`src/rtl/lc34_pkg.sv`:
```
// Package: code tables and word classification shared by the encoder and
// the receive framer. Assumes 3-bit data, 4-bit code words, MSB sent first.
package lc34_pkg;

    localparam int DATA_W     = 3;
    localparam int CODE_W     = 4;
    localparam int SYNC_WORDS = 4;
    localparam int SYNC_BITS  = SYNC_WORDS * CODE_W;

    // Full alignment sequence as it appears on the wire, oldest bit at MSB
    localparam logic [SYNC_BITS-1:0] SYNC_PATTERN = 16'b0111_1110_1000_0001;

    typedef enum logic [1:0] {
        WK_DATA = 2'd0,
        WK_SYNC = 2'd1,
        WK_BAD  = 2'd2
    } word_kind_e;

    typedef struct packed {
        word_kind_e          kind;
        logic [DATA_W-1:0]   data;
    } word_info_t;

    // Code word for a data value at a given position (odd = 1)
    function automatic logic [CODE_W-1:0] enc_word(logic [DATA_W-1:0] d, logic odd);
        logic [CODE_W-1:0] r;
        case (d)
            3'd0:    r = 4'b0011;
            3'd1:    r = 4'b0101;
            3'd2:    r = 4'b0110;
            3'd3:    r = 4'b1001;
            3'd4:    r = 4'b1010;
            3'd5:    r = 4'b1100;
            3'd6:    r = odd ? 4'b1011 : 4'b0100;
            default: r = odd ? 4'b1101 : 4'b0010;
        endcase
        return r;
    endfunction

    // Sync word by its index in the alignment sequence
    function automatic logic [CODE_W-1:0] sync_word(logic [1:0] idx);
        return SYNC_PATTERN[(SYNC_BITS-1) - CODE_W*idx -: CODE_W];
    endfunction

    // Classify a received word against its expected position
    function automatic word_info_t dec_word(logic [CODE_W-1:0] w, logic odd);
        word_info_t r;
        r.kind = WK_DATA;
        r.data = '0;
        case (w)
            4'b0011: r.data = 3'd0;
            4'b0101: r.data = 3'd1;
            4'b0110: r.data = 3'd2;
            4'b1001: r.data = 3'd3;
            4'b1010: r.data = 3'd4;
            4'b1100: r.data = 3'd5;
            4'b0100: begin r.data = 3'd6; if (odd)  r.kind = WK_BAD; end
            4'b1011: begin r.data = 3'd6; if (!odd) r.kind = WK_BAD; end
            4'b0010: begin r.data = 3'd7; if (odd)  r.kind = WK_BAD; end
            4'b1101: begin r.data = 3'd7; if (!odd) r.kind = WK_BAD; end
            4'b0111: r.kind = odd ? WK_BAD : WK_SYNC;
            4'b1000: r.kind = odd ? WK_BAD : WK_SYNC;
            4'b1110: r.kind = odd ? WK_SYNC : WK_BAD;
            4'b0001: r.kind = odd ? WK_SYNC : WK_BAD;
            default: r.kind = WK_BAD;
        endcase
        return r;
    endfunction

endpackage

```
`src/rtl/lc34_word_dec.sv`:
```
// Word classifier: combinational decode of one 4-bit word at a known
// position into data, sync or illegal. Assumes the caller supplies the
// position parity of the word being closed.
module lc34_word_dec
    import lc34_pkg::*;
(
    input  logic [CODE_W-1:0] word,
    input  logic              odd,
    output word_info_t        info
);

    // Table lookup through the shared classification function
    always_comb begin
        info = dec_word(word, odd);
    end

endmodule

```
`src/rtl/lc34_enc.sv`:
```
// Transmit encoder: maps a 3-bit word to its position-dependent 4-bit code,
// or emits the next word of the alignment sequence while a sync request is
// held. Output is registered; one word per accepted cycle. Assumes the
// consumer takes every word in the cycle it is presented.
module lc34_enc
    import lc34_pkg::*;
(
    input  logic              clk,
    input  logic              rst_n,
    input  logic [DATA_W-1:0] tx_data,
    input  logic              tx_valid,
    input  logic              tx_sync,
    output logic [CODE_W-1:0] tx_code,
    output logic              tx_code_vld
);

    logic       odd_q;     // position of the next emitted word
    logic [1:0] sidx_q;    // index into the alignment sequence

    // Position tracking and sequence index
    always_ff @(posedge clk) begin
        if (!rst_n) begin
            odd_q  <= 1'b0;
            sidx_q <= '0;
        end else if (tx_sync) begin
            odd_q  <= (sidx_q == 2'd0) ? 1'b1 : ~odd_q;
            sidx_q <= sidx_q + 2'd1;
        end else begin
            sidx_q <= '0;
            if (tx_valid) begin
                odd_q <= ~odd_q;
            end
        end
    end

    // Registered code word output
    always_ff @(posedge clk) begin
        if (!rst_n) begin
            tx_code     <= '0;
            tx_code_vld <= 1'b0;
        end else begin
            tx_code_vld <= tx_sync | tx_valid;
            if (tx_sync) begin
                tx_code <= sync_word(sidx_q);
            end else if (tx_valid) begin
                tx_code <= enc_word(tx_data, odd_q);
            end
        end
    end

endmodule

```
`src/rtl/lc34_rx_framer.sv`:
```
// Receive framer: shifts serial bits into a window, hunts for the full
// alignment sequence, then closes a word every fourth accepted bit and
// decodes it at its position. Errors are counted per window of words;
// reaching the limit inside one window drops alignment. Assumes the first
// bit of each word on the wire is its MSB.
module lc34_rx_framer
    import lc34_pkg::*;
#(
    parameter int ERR_LIMIT = 8,
    parameter int WIN_WORDS = 64
) (
    input  logic              clk,
    input  logic              rst_n,
    input  logic              rx_bit,
    input  logic              rx_bit_vld,
    output logic [DATA_W-1:0] rx_data,
    output logic              rx_vld,
    output logic              rx_err,
    output logic              rx_aligned
);

    localparam int EW  = $clog2(ERR_LIMIT + 1);
    localparam int WW  = $clog2(WIN_WORDS);
    localparam int BCW = $clog2(CODE_W);

    logic [SYNC_BITS-1:0] shreg_q;
    logic [SYNC_BITS-1:0] window;
    logic [BCW-1:0]       bitcnt_q;
    logic                 odd_q;
    logic [WW-1:0]        wcnt_q;
    logic [EW-1:0]        ecnt_q;
    logic                 word_end;
    logic                 bad;
    logic                 limit_hit;
    word_info_t           info;

    assign window    = {shreg_q[SYNC_BITS-2:0], rx_bit};
    assign word_end  = rx_aligned && rx_bit_vld && (bitcnt_q == BCW'(CODE_W - 1));
    assign bad       = (info.kind == WK_BAD);
    assign limit_hit = bad && ((int'(ecnt_q) + 1) >= ERR_LIMIT);

    lc34_word_dec u_dec (
        .word (window[CODE_W-1:0]),
        .odd  (odd_q),
        .info (info)
    );

    // Serial shift window
    always_ff @(posedge clk) begin
        if (!rst_n) begin
            shreg_q <= '0;
        end else if (rx_bit_vld) begin
            shreg_q <= window;
        end
    end

    // Alignment state, bit position and word position
    always_ff @(posedge clk) begin
        if (!rst_n) begin
            rx_aligned <= 1'b0;
            bitcnt_q   <= '0;
            odd_q      <= 1'b0;
        end else if (rx_bit_vld) begin
            if (!rx_aligned) begin
                if (window == SYNC_PATTERN) begin
                    rx_aligned <= 1'b1;
                    bitcnt_q   <= '0;
                    odd_q      <= 1'b0;
                end
            end else begin
                bitcnt_q <= bitcnt_q + BCW'(1);
                if (word_end) begin
                    odd_q <= ~odd_q;
                    if (limit_hit) begin
                        rx_aligned <= 1'b0;
                    end
                end
            end
        end
    end

    // Error window bookkeeping
    always_ff @(posedge clk) begin
        if (!rst_n) begin
            wcnt_q <= '0;
            ecnt_q <= '0;
        end else if (rx_bit_vld && !rx_aligned) begin
            wcnt_q <= '0;
            ecnt_q <= '0;
        end else if (word_end) begin
            if (limit_hit || (wcnt_q == WW'(WIN_WORDS - 1))) begin
                wcnt_q <= '0;
                ecnt_q <= '0;
            end else begin
                wcnt_q <= wcnt_q + WW'(1);
                ecnt_q <= ecnt_q + {{(EW-1){1'b0}}, bad};
            end
        end
    end

    // Registered decode results, one-cycle pulses
    always_ff @(posedge clk) begin
        if (!rst_n) begin
            rx_data <= '0;
            rx_vld  <= 1'b0;
            rx_err  <= 1'b0;
        end else begin
            rx_vld <= word_end && (info.kind == WK_DATA);
            rx_err <= word_end && bad;
            if (word_end && (info.kind == WK_DATA)) begin
                rx_data <= info.data;
            end
        end
    end

endmodule

```
`src/rtl/lc34_codec.sv`:
```
// Top: 3B/4B line codec. Transmit encoder and receive framer share no
// state; the transmit path is parallel, the receive path serial. Assumes a
// single clock domain for both directions.
module lc34_codec
    import lc34_pkg::*;
#(
    parameter int ERR_LIMIT = 8,
    parameter int WIN_WORDS = 64
) (
    input  logic         clk,
    input  logic         rst_n,
    input  logic [2:0]   tx_data,
    input  logic         tx_valid,
    input  logic         tx_sync,
    output logic [3:0]   tx_code,
    output logic         tx_code_vld,
    input  logic         rx_bit,
    input  logic         rx_bit_vld,
    output logic [2:0]   rx_data,
    output logic         rx_vld,
    output logic         rx_err,
    output logic         rx_aligned
);

    lc34_enc u_enc (
        .clk         (clk),
        .rst_n       (rst_n),
        .tx_data     (tx_data),
        .tx_valid    (tx_valid),
        .tx_sync     (tx_sync),
        .tx_code     (tx_code),
        .tx_code_vld (tx_code_vld)
    );

    lc34_rx_framer #(
        .ERR_LIMIT (ERR_LIMIT),
        .WIN_WORDS (WIN_WORDS)
    ) u_rx (
        .clk        (clk),
        .rst_n      (rst_n),
        .rx_bit     (rx_bit),
        .rx_bit_vld (rx_bit_vld),
        .rx_data    (rx_data),
        .rx_vld     (rx_vld),
        .rx_err     (rx_err),
        .rx_aligned (rx_aligned)
    );

endmodule

```
`config.mk`:
```
export PLATFORM = sky130hd
export DESIGN_NAME = lc34_codec
export DESIGN_NICKNAME = d
export VERILOG_FILES = /design/src/rtl/lc34_pkg.sv /design/src/rtl/lc34_word_dec.sv /design/src/rtl/lc34_enc.sv /design/src/rtl/lc34_rx_framer.sv /design/src/rtl/lc34_codec.sv
export SDC_FILE = /design/constraint.sdc
export NUM_CORES = 1
export LEC_CHECK = 0
export BUFFER_PORTS_ARGS = -buffer_cell sky130_fd_sc_hd__buf_2
export CAP_MARGIN = 20
export CORE_UTILIZATION = 35
export DETAILED_ROUTE_END_ITERATION = 8
export PLACE_DENSITY = 0.51
export SETUP_SLACK_MARGIN = 0.02
export SLEW_MARGIN = 25
export SYNTH_ARGS = -nofsm -noshare
export SYNTH_HDL_FRONTEND = slang
export SYNTH_HIERARCHICAL = 1
export SYNTH_SLANG_ARGS = --single-unit
```
`constraint.sdc`:
```
create_clock -name clk -period 2.6 [get_ports clk]
set_input_delay 0.39 -clock clk [delete_from_list [all_inputs] [get_ports clk]]
set_output_delay 0.39 -clock clk [all_outputs]
set_load 0.02 [all_outputs]
```
; After elaboration in Yosys (flattened, before gate mapping)
; Index checks and enable logic that the tools add are counted.
[word_totals]
register_bits = 42
latch_bits = 0
ram_bits = 0
mem_bits_ro = 0
inputBits = 9
output_inout_bits = 11
n_memories = 0
[classes]
n_addsub = 6
n_mul = 0
div_mod_pow = 0
order_cmp = 1
n_eq_ne = 25
shift = 1
muxes = 25
n_bitwise = 4
n_reduce_logical = 24
[ops]
columns = operator, n
row1 = 19-bit by 33-bit variable part select with 4-bit output (first input constant), 1
row2 = 32-bit by 5-bit >= comparator with 1-bit output (second input constant), 1
row3 = 4-bit == test (second input constant), 7
row4 = 4-bit case mux with 7 select lines, 1
row5 = 3-bit case mux with 7 select lines, 1
row6 = 4-bit two-way mux, 5
row7 = 16-bit by 15-bit == test with 1-bit output (second input constant), 1
row8 = 4-bit by 3-bit == test with 1-bit output (second input constant), 4
row9 = 2-bit OR reduction, 7
row10 = 2-bit two-way mux, 6
row11 = 1-bit two-way mux, 10
row12 = 2-bit case mux with 5 select lines, 1
row13 = 3-bit == test (second input constant), 3
row14 = 4-bit by 2-bit == test with 1-bit output (second input constant), 2
row15 = 6-bit by 1-bit adder with 6-bit output (second input constant), 1
row16 = 3-bit by 2-bit == test with 1-bit output (second input constant), 2
row17 = 6-bit == test (second input constant), 1
row18 = 1-bit logical AND, 6
row19 = 6-bit two-way mux, 1
row20 = 6-bit OR reduction, 1
row21 = 4-bit by 1-bit adder with 5-bit output (second input constant), 1
row22 = 4-bit by 4-bit subtractor with 5-bit output (first input constant), 1
row23 = 2-bit by 1-bit adder with 2-bit output (second input constant), 2
row24 = 4-bit by 1-bit adder with 4-bit output, 1
row25 = 13 further kinds, 19

; Logic depth before layout (Yosys ltp)
; Gate-level depths: netlist of run 1.
[depth]
word_depth = 8
ltp_mapped = 10
ltp_nobuf = 9

; By module
; The synthesis of run 1 kept the hierarchy.
[modules_own_cells]
columns = module, instances, cells_per_inst, area_per_inst_um2, seq_area_each_um2
row1 = lc34_rx_framer, 1, 147, 1425.1, 680.7
row2 = lc34_enc, 1, 43, 400.4, 160.2
row3 = lc34_word_dec, 1, 27, 198.9, 0.0

; Worst setup path after synthesis of run 1
; OpenSTA, ideal clock, no wires.
[synth_timing]
path_kind = input-to-reg
from = in rx_bit
to = reg u_rx.ecnt_q[2]
t_arrival_ns = 1.845
required_ns = 2.473
setup_slack_ns = 0.628
stages = 10
path_cell_list = buf_8 > maj3_2 > a211oi_2 > a31oi_1 > nor2b_1 > ha_1 > ha_1 > nand2_1 > xor2_1 > nor2_1
[synth_rtl]
columns = item, line_no
row1 = from (decl), lc34_codec.sv:17  ; input logic rx_bit,
row2 = to (signal assigned), lc34_rx_framer.sv:96  ; ecnt_q <= ecnt_q + {{(EW-1){1'b0}}, bad};
row3 = to (decl), lc34_rx_framer.sv:31  ; logic [EW-1:0] ecnt_q;

==> impl_results.md, run 1 <==
* Clock sink total at 42
* Core ar. at 5540 µm²
* Clk buf depth at 2
* Compound-Gate Fraction of Synth Area at 12.4%
* DR WL/cell at 12.1 µm
* RSZ-0062 raised after global routing: no
* Fill count at 597
* CTS tree: yes
* Final #Nets at 245
* PD cells at 527 nW/µm²
* CP Launch Type: flip-flop
* Number of enable flip-flop cells after synthesis at 0
* Post-synthesis mux area share at 10.9%
* Root buffer cell: clkbuf_8
* Clock skew at 0.00569 ns
* Resize count post-CTS at 0
* Syn avg cell area at 9.33 µm²
* Syn Nets at 231
* Via density per instance at 4.99
* Hold Buf Count CTS at 0
* Max FO, Critical Path at 12
* Pins Over Slew Limit at 0
* Reg clk slew, reported paths at 0.08 ns
* DRT Pass-1 Iters at 4
* Synth-to-Final Area Change at 8.03%
* Register bit total from synthesis at 42
* Type of the tightest min-delay check: in -> reg
* Post-CTS Setup Inserts at 0
* Distinct cells, synth at 50
* Leading area contributor after synthesis: dfxtp_1
* Post-synth top area share at 41.5%
* Synth top area cells: dfxtp_1, mux2i_1, nor2_1
* IO Pins at 20
* First-pass GRT wire length at 6370 µm
* F_max at 0.451 GHz
* Post-synthesis async set-or-reset flop share at 0%
* Post-synthesis xor/xnor area fraction at 3.03%
* Crit path max-delay family: compound AO/OA/AOI/OAI gates
* Dpl hpwl at 2470 µm
* CP Capture Type: flip-flop
* Commonest cells after routing, fill and taps aside: dfxtp_1, nor2_1, mux2i_1
* CP max stage delay at 0.54 ns
* DP Area at 2110 µm²
* Max cap viols at 0
* Layout cells sized above 1 at 14.3%
* Final GP Congestion at 0.729
* Worst R2R Setup Slack at 0.38 ns
* Slew headroom at 49.9%
* Initial Util at 36.5%
* Worst-Skew Late Latency at 0.28 ns
* Max IR drop VDD at 0.269 mV
* CP max-delay cell: dfxtp_1
* Number of placement rows at 27
* Final setup fails at 0
* GRT overflow at 0
* Setup ws final at 0.381 ns
* WP buf/inv at 0
* Final Cycle Share at 85.4%
* Ys Warns at 6
* 1st-iter DRT viols at 41
* Via count at 1511
* Post-route antenna net violation count at 0
* Slew @ Worst Pin at 0.751 ns
* Tmin final at 2.22 ns
* Seq/Total Area, Yosys at 41.5%
* Routed wire length at 3650 µm
* Final Hold Fails at 0
* Largest family of logic cells by synthesized area: simple AND/OR/NAND/NOR gates
* Gate Count Post-Synth at 217
* Pin count of the biggest net entering global routing at 24
* TNS Setup at 0 ns
* Cell area after layout at 2190 µm²
* GR Util All Layers at 13.1%
* IO Port Bufs at 19
* Post-Synth Simple-Gate Area at 21.4%
* DRC violations left at 0
* Crit path kind: reg -> reg
* Number of global-route vias before repair at 1431
* Synthesized cell area at 2020 µm²
* Die Ht at 78.1 µm
* Worst-path cell chain: maj3_2 -> a211oi_2 -> a31oi_1 -> nor2b_1 -> o21ai_0 -> o21bai_2 -> nor2_1
* Adder-Cell Fraction of Synth Area at 4.14%
* Arr. time, crit path at 2.38 ns
* Initial antenna violation count at 0
* Status: complete, no violations
* H-tree depth at 2
* Die ar. at 6090 µm²
* Cts bufs inserted at 5
* Most used DFF post-synth: dfxtp_1
* CP Data Required Time at 2.76 ns
* Multi-input gate area at 1050 µm²
* Leakage at 0.899 nW
* Antenna Cells at 0
* Placement Setup Slack at 0.371 ns
* Commonest non-fill, non-tap cell in the layout: dfxtp_1
* Die X at 78.1 µm
* Area occupied by registers at 841 µm²
[kinds of logic (layout without fill, tap and decap cells)]
logic type,after synthesis,count (layout)
buffers and inverters,20,34
DFF,42,42
and+or+nand+nor,83,83
adders and majority gates,7,7
xor gates and xnor gates,7,7
muxes,22,22
AOI/OAI and AO/OA,36,36
[cells in the mapped netlist (all sizes together) (3+ instances only)]
master  count
ha          5
nand3       6
o21ai       3
a311oi      3
or3         3
xor2        5
inv         7
a21oi      12
nand2      17
nand2b      4
nor3        5
buf        11
nor2       27
dfxtp      42
a31oi       4
and3        4
nand4       3
nor3b       4
mux2i      22
[state kept, by name (all words and copies together), names as in the netlist, 2 cells and up]
register,flops
u_rx/ecnt_q,4
u_rx/bitcnt_q,2
u_rx/wcnt_q,6
u_rx/shreg_q,15
u_rx/rx_data,3
u_enc/sidx_q,2
u_enc/tx_code,4
[final timing paths]
| path | startpoint | endpoint | cells past startpoint |
|---|---|---|---|
| hold reg to reg | u_enc/sidx_q[0] | u_enc/sidx_q[0] | 1 |
| hold / removal | rst_n | u_rx/wcnt_q[4] | 3 |
| setup / recovery | u_rx/shreg_q[0] | u_rx/wcnt_q[5] | 7 |
| setup reg to reg | u_rx/shreg_q[0] | u_rx/wcnt_q[5] | 7 |
[worst reg2reg max path, stage by stage (launching register included)]
cell and delay [ns]:
dfxtp_1 0.54, maj3_2 0.29, a211oi_2 0.06, a31oi_1 0.24, nor2b_1 0.24, o21ai_0 0.23
o21bai_2 0.40, nor2_1 0.09
[layer usage]
layer	track usage [%]	vias up	part of all wire, %
li1	-	799	-
met1	17.8	690	53
met2	19.9	17	42
met3	3.49	5	3.0
met4	5.00	0	1.3
met5	0	-	0
[cell type report]
class                      count  area share, %
inverter                       7           1.20
sequential                    42           38.4
clock buffer                   7           3.49
multi-input combinational    155           48.1
timing repair buffer          20           4.69
tap                           72           4.12
[stage by stage]
| step | util [%] | instances | hold WS, ns | total power [mW] |
|---|---|---|---|---|
| global route | 39.5 | 303 | 0.420 | 1.22 |
| global placement | 38.1 | 296 | 0.419 | 0.782 |
| CTS | 39.5 | 303 | 0.391 | 1.18 |
| finish | 39.5 | 303 | 0.405 | 1.15 |
| detailed placement | 38.1 | 296 | 0.414 | 0.783 |
| floorplan | - | 217 | 0.401 | 0.759 |
[power breakdown]
part / internal [mW] / switching [mW] / leakage, nW
Clock: 0.185 / 0.201 / 0.0383
Sequential: 0.654 / 0.00986 / 0.341
Combinational: 0.0412 / 0.0618 / 0.520
Note: power is estimated with default switching activity, not from simulation.
==> inputs of run 2 (changes only) <==
--- a/config.mk
+++ b/config.mk
@@ -9,7 +9,9 @@
 export CAP_MARGIN = 20
 export CORE_UTILIZATION = 35
 export DETAILED_ROUTE_END_ITERATION = 8
+export GPL_ROUTABILITY_DRIVEN = 1
 export PLACE_DENSITY = 0.51
+export RECOVER_POWER = 100
 export SETUP_SLACK_MARGIN = 0.02
 export SLEW_MARGIN = 25
 export SYNTH_ARGS = -nofsm -noshare
==> run 2 against run 1 <==
Sequential cell count unchanged. Register-to-register slack better by 0.05 ns. Cell count unchanged. Routed wire length up 0.57%. Critical path depth did not move. Non-clock buffer count unchanged. Die area is the same. Sequential power about the same. Worst hold slack improved by 0.020 ns. Critical endpoint unchanged. Core utilization down 0.50 points. Critical path type unchanged. Setup slack gained 0.054 ns.
==> impl_results.md, run 2 (synthesis gave the netlist of run 1 again) <==
* Status: complete, no violations
* Total power at 1.15 mW (-0.21%)
* Comb pwr share at 8.5% (-0.4 points)
* Biggest register: u_rx/shreg_q
* Pin count of the biggest net entering global routing at 24 (unchanged)
* Antenna Cells at 0 (unchanged)
* Arr. time, crit path at 2.33 ns (-0.05 ns)
* PD cells at 532 nW/µm² (+1.1%)
* Tmin final at 2.17 ns (-0.0537 ns)
* Net Sw Frac at 23.8% (+0.12 points)
* Initial antenna violation count at 0 (unchanged)
* Post-route antenna net violation count at 0 (unchanged)
* Commonest cells after routing, fill and taps aside: dfxtp_1, nor2_1, mux2i_1
* Layout cells sized above 1 at 7.79% (-6.5 points)
* Via density per instance at 5.02 (+0.66%)
* Root buffer cell: clkbuf_8
* Max cap viols at 0 (unchanged)
* Post-CTS Setup Inserts at 0 (unchanged)
* Initial Util at 36.5% (unchanged)
* Fill count at 605 (+1.3%)
* Switching power of the nets at 0.273 mW (+0.31%)
* Worst-path cell chain: maj3_1 -> a211oi_1 -> a31oi_1 -> nor2b_1 -> o21ai_0 -> o21bai_2 -> nor2_1
* Final Hold Fails at 0 (unchanged)
* Hold Buf Count CTS at 0 (unchanged)
* Final GP Congestion at 0.729 (unchanged)
* Final Cycle Share at 83.3% (-2.1 points)
* Max FO, Critical Path at 12 (unchanged)
* IO Pins at 20 (unchanged)
* Clock sink total at 42 (unchanged)
* 1st-iter DRT viols at 40 (-2.4%)
* Slew @ Worst Pin at 0.742 ns (-0.00827 ns)
* Dpl hpwl at 2470 µm (unchanged)
* Crit path kind: reg -> reg
* Pins Over Slew Limit at 0 (unchanged)
* Area occupied by registers at 841 µm² (unchanged)
* Slew headroom at 50.5% (+0.55 points)
* CP max-delay cell: dfxtp_1
* Worst-Skew Late Latency at 0.28 ns (about the same)
* Via count at 1521 (+0.66%)
* Final #Nets at 245 (unchanged)
* Die ar. at 6090 µm² (unchanged)
* Clk buf depth at 2 (unchanged)
* H-tree depth at 2 (unchanged)
* Die X at 78.1 µm (unchanged)
* Commonest non-fill, non-tap cell in the layout: dfxtp_1
* Final setup fails at 0 (unchanged)
* CP max stage delay at 0.53 ns (about the same)
* Clock network fraction of total power at 33.8% (+0.3 points)
* Synth-to-Final Area Change at 6.67%
* First-pass GRT wire length at 6370 µm (unchanged)
* Largest register FFs at 15 (unchanged)
* CP Data Required Time at 2.76 ns (about the same)
* Biggest regs: u_rx/shreg_q (15), u_rx/wcnt_q (6)
* DRT Pass-1 Iters at 4 (unchanged)
* F_max at 0.462 GHz (+2.5%)
* Multi-input gate area at 1040 µm² (-1.2%)
* Int Pwr at 0.877 mW (-0.38%)
* CTS tree: yes
* Max IR drop VDD at 0.270 mV (+0.45%)
* Routed wire length at 3670 µm (+0.57%)
* Number of global-route vias before repair at 1431 (unchanged)
* Type of the tightest min-delay check: reg -> reg
* Resize count post-CTS at 0 (unchanged)
* Number of placement rows at 27 (unchanged)
* Clock skew at 0.00533 ns (-0.000363 ns)
* Sequential share of power at 57.7% (about the same)
* GR Util All Layers at 13.1% (unchanged)
* GRT overflow at 0 (unchanged)
* IO Port Bufs at 19 (unchanged)
* RSZ-0062 raised after global routing: no
* CP Capture Type: flip-flop
* TNS Setup at 0 ns (unchanged)
* CP Launch Type: flip-flop
* Reg clk slew, reported paths at 0.08 ns (about the same)
* Die Ht at 78.1 µm (unchanged)
* DR WL/cell at 12.1 µm (+0.57%)
* DRC violations left at 0 (unchanged)
* Leakage at 0.847 nW (-5.7%)
* Cts bufs inserted at 5 (unchanged)
* Core ar. at 5540 µm² (unchanged)
run 2: path summary, 6_finish.rpt:
check	depth (start not counted)	slack (ns)	endpoint	startpoint
max	7	0.43	u_rx/wcnt_q[5]	u_rx/shreg_q[0]
min	1	0.42	u_enc/sidx_q[0]	u_enc/sidx_q[0]
max reg2reg	7	0.43	u_rx/wcnt_q[5]	u_rx/shreg_q[0]
min reg2reg	1	0.42	u_enc/sidx_q[0]	u_enc/sidx_q[0]
run 2: metal layers:
layer	vias up	part of all wire [%]	global-route usage, %
met5	-	0	0
met4	0	1.3	5.00
met3	5	3.0	3.49
met2	18	42	19.9
met1	700	53	17.8
li1	798	-	-
run 2: cell type report:
cell class | instances | share of cell area, %
multi-input cells | 155 | 48.1
well taps | 72 | 4.17
clock buffers | 7 | 3.53
flip-flops and latches | 42 | 38.9
inverters | 7 | 1.22
repair buffers | 20 | 4.06
run 2: per-stage QoR:
| stage | setup WS [ns] | hold slack [ns] | cells | instance area, µm² | util, % |
|---|---|---|---|---|---|
| after floorplan | 0.628 | 0.401 | 217 | 2020 | - |
| after global placement | 0.461 | 0.419 | 296 | 2110 | 38.1 |
| after detailed placement | 0.371 | 0.414 | 296 | 2110 | 38.1 |
| after CTS | 0.358 | 0.391 | 303 | 2190 | 39.5 |
| after global routing | 0.144 | 0.448 | 303 | 2160 | 39.0 |
| final | 0.434 | 0.425 | 303 | 2160 | 39.0 |
run 2: power by group through the flow:
stage          Clock [mW]  Combinational, mW  Sequential, mW
5_1_grt             0.437              0.110           0.666
4_1_cts             0.407              0.104           0.664
2_1_floorplan           0             0.0766           0.683
3_3_place_gp            0              0.103           0.679
3_5_place_dp            0              0.104           0.679
6_report            0.388             0.0979           0.664
run 2: critical path: cells and delay by family (launching register included):
kind / cells / cell delay [ns]
fa+ha+maj: 1 / 0.24
simple gates: 2 / 0.33
compound gates: 4 / 0.94
flops: 1 / 0.53
==> inputs of run 3 (changes only) <==
==> constraint.sdc (replaced) <==
create_clock -name clk -period 2.2 [get_ports clk]
set_input_delay 0.33 -clock clk [delete_from_list [all_inputs] [get_ports clk]]
set_output_delay 0.33 -clock clk [all_outputs]
set_load 0.02 [all_outputs]
==> run 3 against run 2 <==
Sequential power grew 18%. Clock power rose by 32%. Combinational power increased by 25%. Clock skew is 0.00077 ns lower. Non-clock buffer count increased by 5. Cell count up 2.0%. Largest power group unchanged. Sequential share of layout area down 0.89 points. Largest cell class unchanged. Setup slack worse by 0.22 ns. Critical path type unchanged. First-iteration DRC count is 2.5% lower. Global-route usage is 0.14 points higher. Register-to-register slack worse by 0.22 ns. Routed wire length decreased by 0.57%.
==> impl_results.md, run 3 (synthesis gave the netlist of run 1 again) <==
* Status: complete, no violations
* Dpl hpwl at 2490 µm (+0.91%)
* Resize count post-CTS at 0 (unchanged)
* Final Hold Fails at 0 (unchanged)
* Pins Over Slew Limit at 0 (unchanged)
* Via density per instance at 4.92 (-2.1%)
* Commonest non-fill, non-tap cell in the layout: dfxtp_1
* Worst-path cell chain: buf_4 -> a21oi_1 -> o21bai_1 -> a31oi_1 -> nor2b_2 -> ha_1 -> ha_1 -> nand2_1 -> xor2_1 -> nor2_1
* Arr. time, crit path at 2.17 ns (-0.16 ns)
* Final Util at 40.0% (+0.97 points)
* Core ar. at 5540 µm² (unchanged)
* Type of the tightest min-delay check: in -> reg
* F_max at 0.504 GHz (+9.1%)
* Cell Count, Final, Fillers Out at 309 (+2.0%)
* H-tree depth at 2 (unchanged)
* Fill count at 605 (unchanged)
* Die Ht at 78.1 µm (unchanged)
* Pin count of the biggest net entering global routing at 24 (unchanged)
* Max FO, Critical Path at 8 (-4)
* Max cap viols at 0 (unchanged)
* Worst-Skew Late Latency at 0.29 ns (about the same)
* Final setup fails at 0 (unchanged)
* Number of placement rows at 27 (unchanged)
* DR WL/cell at 11.8 µm (-2.5%)
* Initial antenna violation count at 0 (unchanged)
* CP max-delay cell: dfxtp_1
* Hold Buf Count CTS at 0 (unchanged)
* GRT overflow at 0 (unchanged)
* CTS tree: yes
* Tmin final at 1.99 ns (-0.181 ns)
* Layout cells sized above 1 at 11.8% (+4.0 points)
* CP Data Required Time at 2.39 ns (-0.37 ns)
* Final hold slack at 0.390 ns (-0.0347 ns)
* Number of global-route vias before repair at 1411 (-1.4%)
* Die ar. at 6090 µm² (unchanged)
* Clock skew at 0.00456 ns (-0.000768 ns)
* Via count at 1519 (-0.13%)
* Cts bufs inserted at 5 (unchanged)
* Routed wire length at 3650 µm (-0.57%)
* Clk buf depth at 2 (unchanged)
* Synth-to-Final Area Change at 9.33%
* Biggest register: u_rx/shreg_q
* Reg clk slew, reported paths at 0.08 ns (about the same)
* Leakage at 0.883 nW (+4.2%)
* IO Pins at 20 (unchanged)
* DRT Pass-1 Iters at 4 (unchanged)
* Biggest regs: u_rx/shreg_q (15), u_rx/wcnt_q (6)
* First-pass GRT wire length at 6380 µm (+0.22%)
* CP Launch Type: flip-flop
* Root buffer cell: clkbuf_8
* Largest register FFs at 15 (unchanged)
* IO Port Bufs at 19 (unchanged)
* 1st-iter DRT viols at 39 (-2.5%)
* GR Util All Layers at 13.3% (+0.14 points)
* Slew headroom at 50.7% (+0.28 points)
* Setup ws final at 0.215 ns (-0.219 ns)
* Crit-path most repeated cell: ha_1
* RSZ-0062 raised after global routing: no
* Crit path kind: reg -> reg
* Die X at 78.1 µm (unchanged)
* Antenna Cells at 0 (unchanged)
* Post-route antenna net violation count at 0 (unchanged)
* PD cells at 641 nW/µm² (+20%)
* Post-CTS Setup Inserts at 0 (unchanged)
* Final Cycle Share at 90.2% (+6.9 points)
* Placed cells at 301 (+1.7%)
* Commonest cells after routing, fill and taps aside: dfxtp_1, nor2_1, mux2i_1
* CP Capture Type: flip-flop
* Final #Nets at 250 (+2.0%)
* CP max stage delay at 0.46 ns (-0.07 ns)
* Placement Setup Slack at 0.127 ns (-0.245 ns)
* Max IR drop VDD at 0.368 mV (+36%)
* Slew @ Worst Pin at 0.738 ns (-0.00424 ns)
* Initial Util at 36.5% (unchanged)
* DRC violations left at 0 (unchanged)
* TNS Setup at 0 ns (unchanged)
* Final GP Congestion at 0.763 (+4.7%)
* Clock sink total at 42 (unchanged)
## run 3: worst paths after layout
check	from	to	slack, ns	depth (start not counted)
max	u_rx/shreg_q[0]	u_rx/ecnt_q[2]	0.21	10
min	tx_sync	u_enc/sidx_q[1]	0.39	3
min reg2reg	u_enc/sidx_q[0]	u_enc/sidx_q[0]	0.43	1
max reg2reg	u_rx/shreg_q[0]	u_rx/ecnt_q[2]	0.21	10
## run 3: where the power goes
group | switching [mW] | internal (mW) | total [mW]
logic | 0.0729 | 0.0492 | 0.122
clock network | 0.260 | 0.253 | 0.513
registers | 0.0107 | 0.773 | 0.783
total | 0.344 | 1.08 | 1.42
## run 3: per-layer routing
layer | GRT usage, % | vias to the layer above | part of all wire [%]
met5 | 0 | - | 0
met2 | 20.0 | 15 | 42
met1 | 17.6 | 693 | 54
met4 | 6.11 | 0 | 1.2
li1 | - | 807 | -
met3 | 3.60 | 4 | 3.2
## run 3: worst max-delay path: cells and delay by family, from the launching register on
family / cells / cell delay (ns)
buffers and inverters: 1 / 0.19
AOI/OAI and AO/OA: 3 / 0.37
xor gates and xnor gates: 1 / 0.14
and+or+nand+nor: 3 / 0.31
adders and majority gates: 2 / 0.40
DFF: 1 / 0.46
## run 3: stage by stage
stage	total power [mW]	area [µm²]
2_1_floorplan	0.897	2020
3_3_place_gp	0.929	2150
3_5_place_dp	0.929	2150
4_1_cts	1.44	2240
5_1_grt	1.48	2210
6_report	1.42	2210
## run 3: cell type report
class | instances | area, µm² | share of cell area (%)
flip-flops and latches | 42 | 842 | 38.0
multi-input cells | 155 | 1050 | 47.3
inverters | 7 | 26.3 | 1.19
repair buffers | 25 | 116 | 5.26
clock buffers | 7 | 86.3 | 3.90
clock inverters | 1 | 5.00 | 0.226
well taps | 72 | 90.1 | 4.07
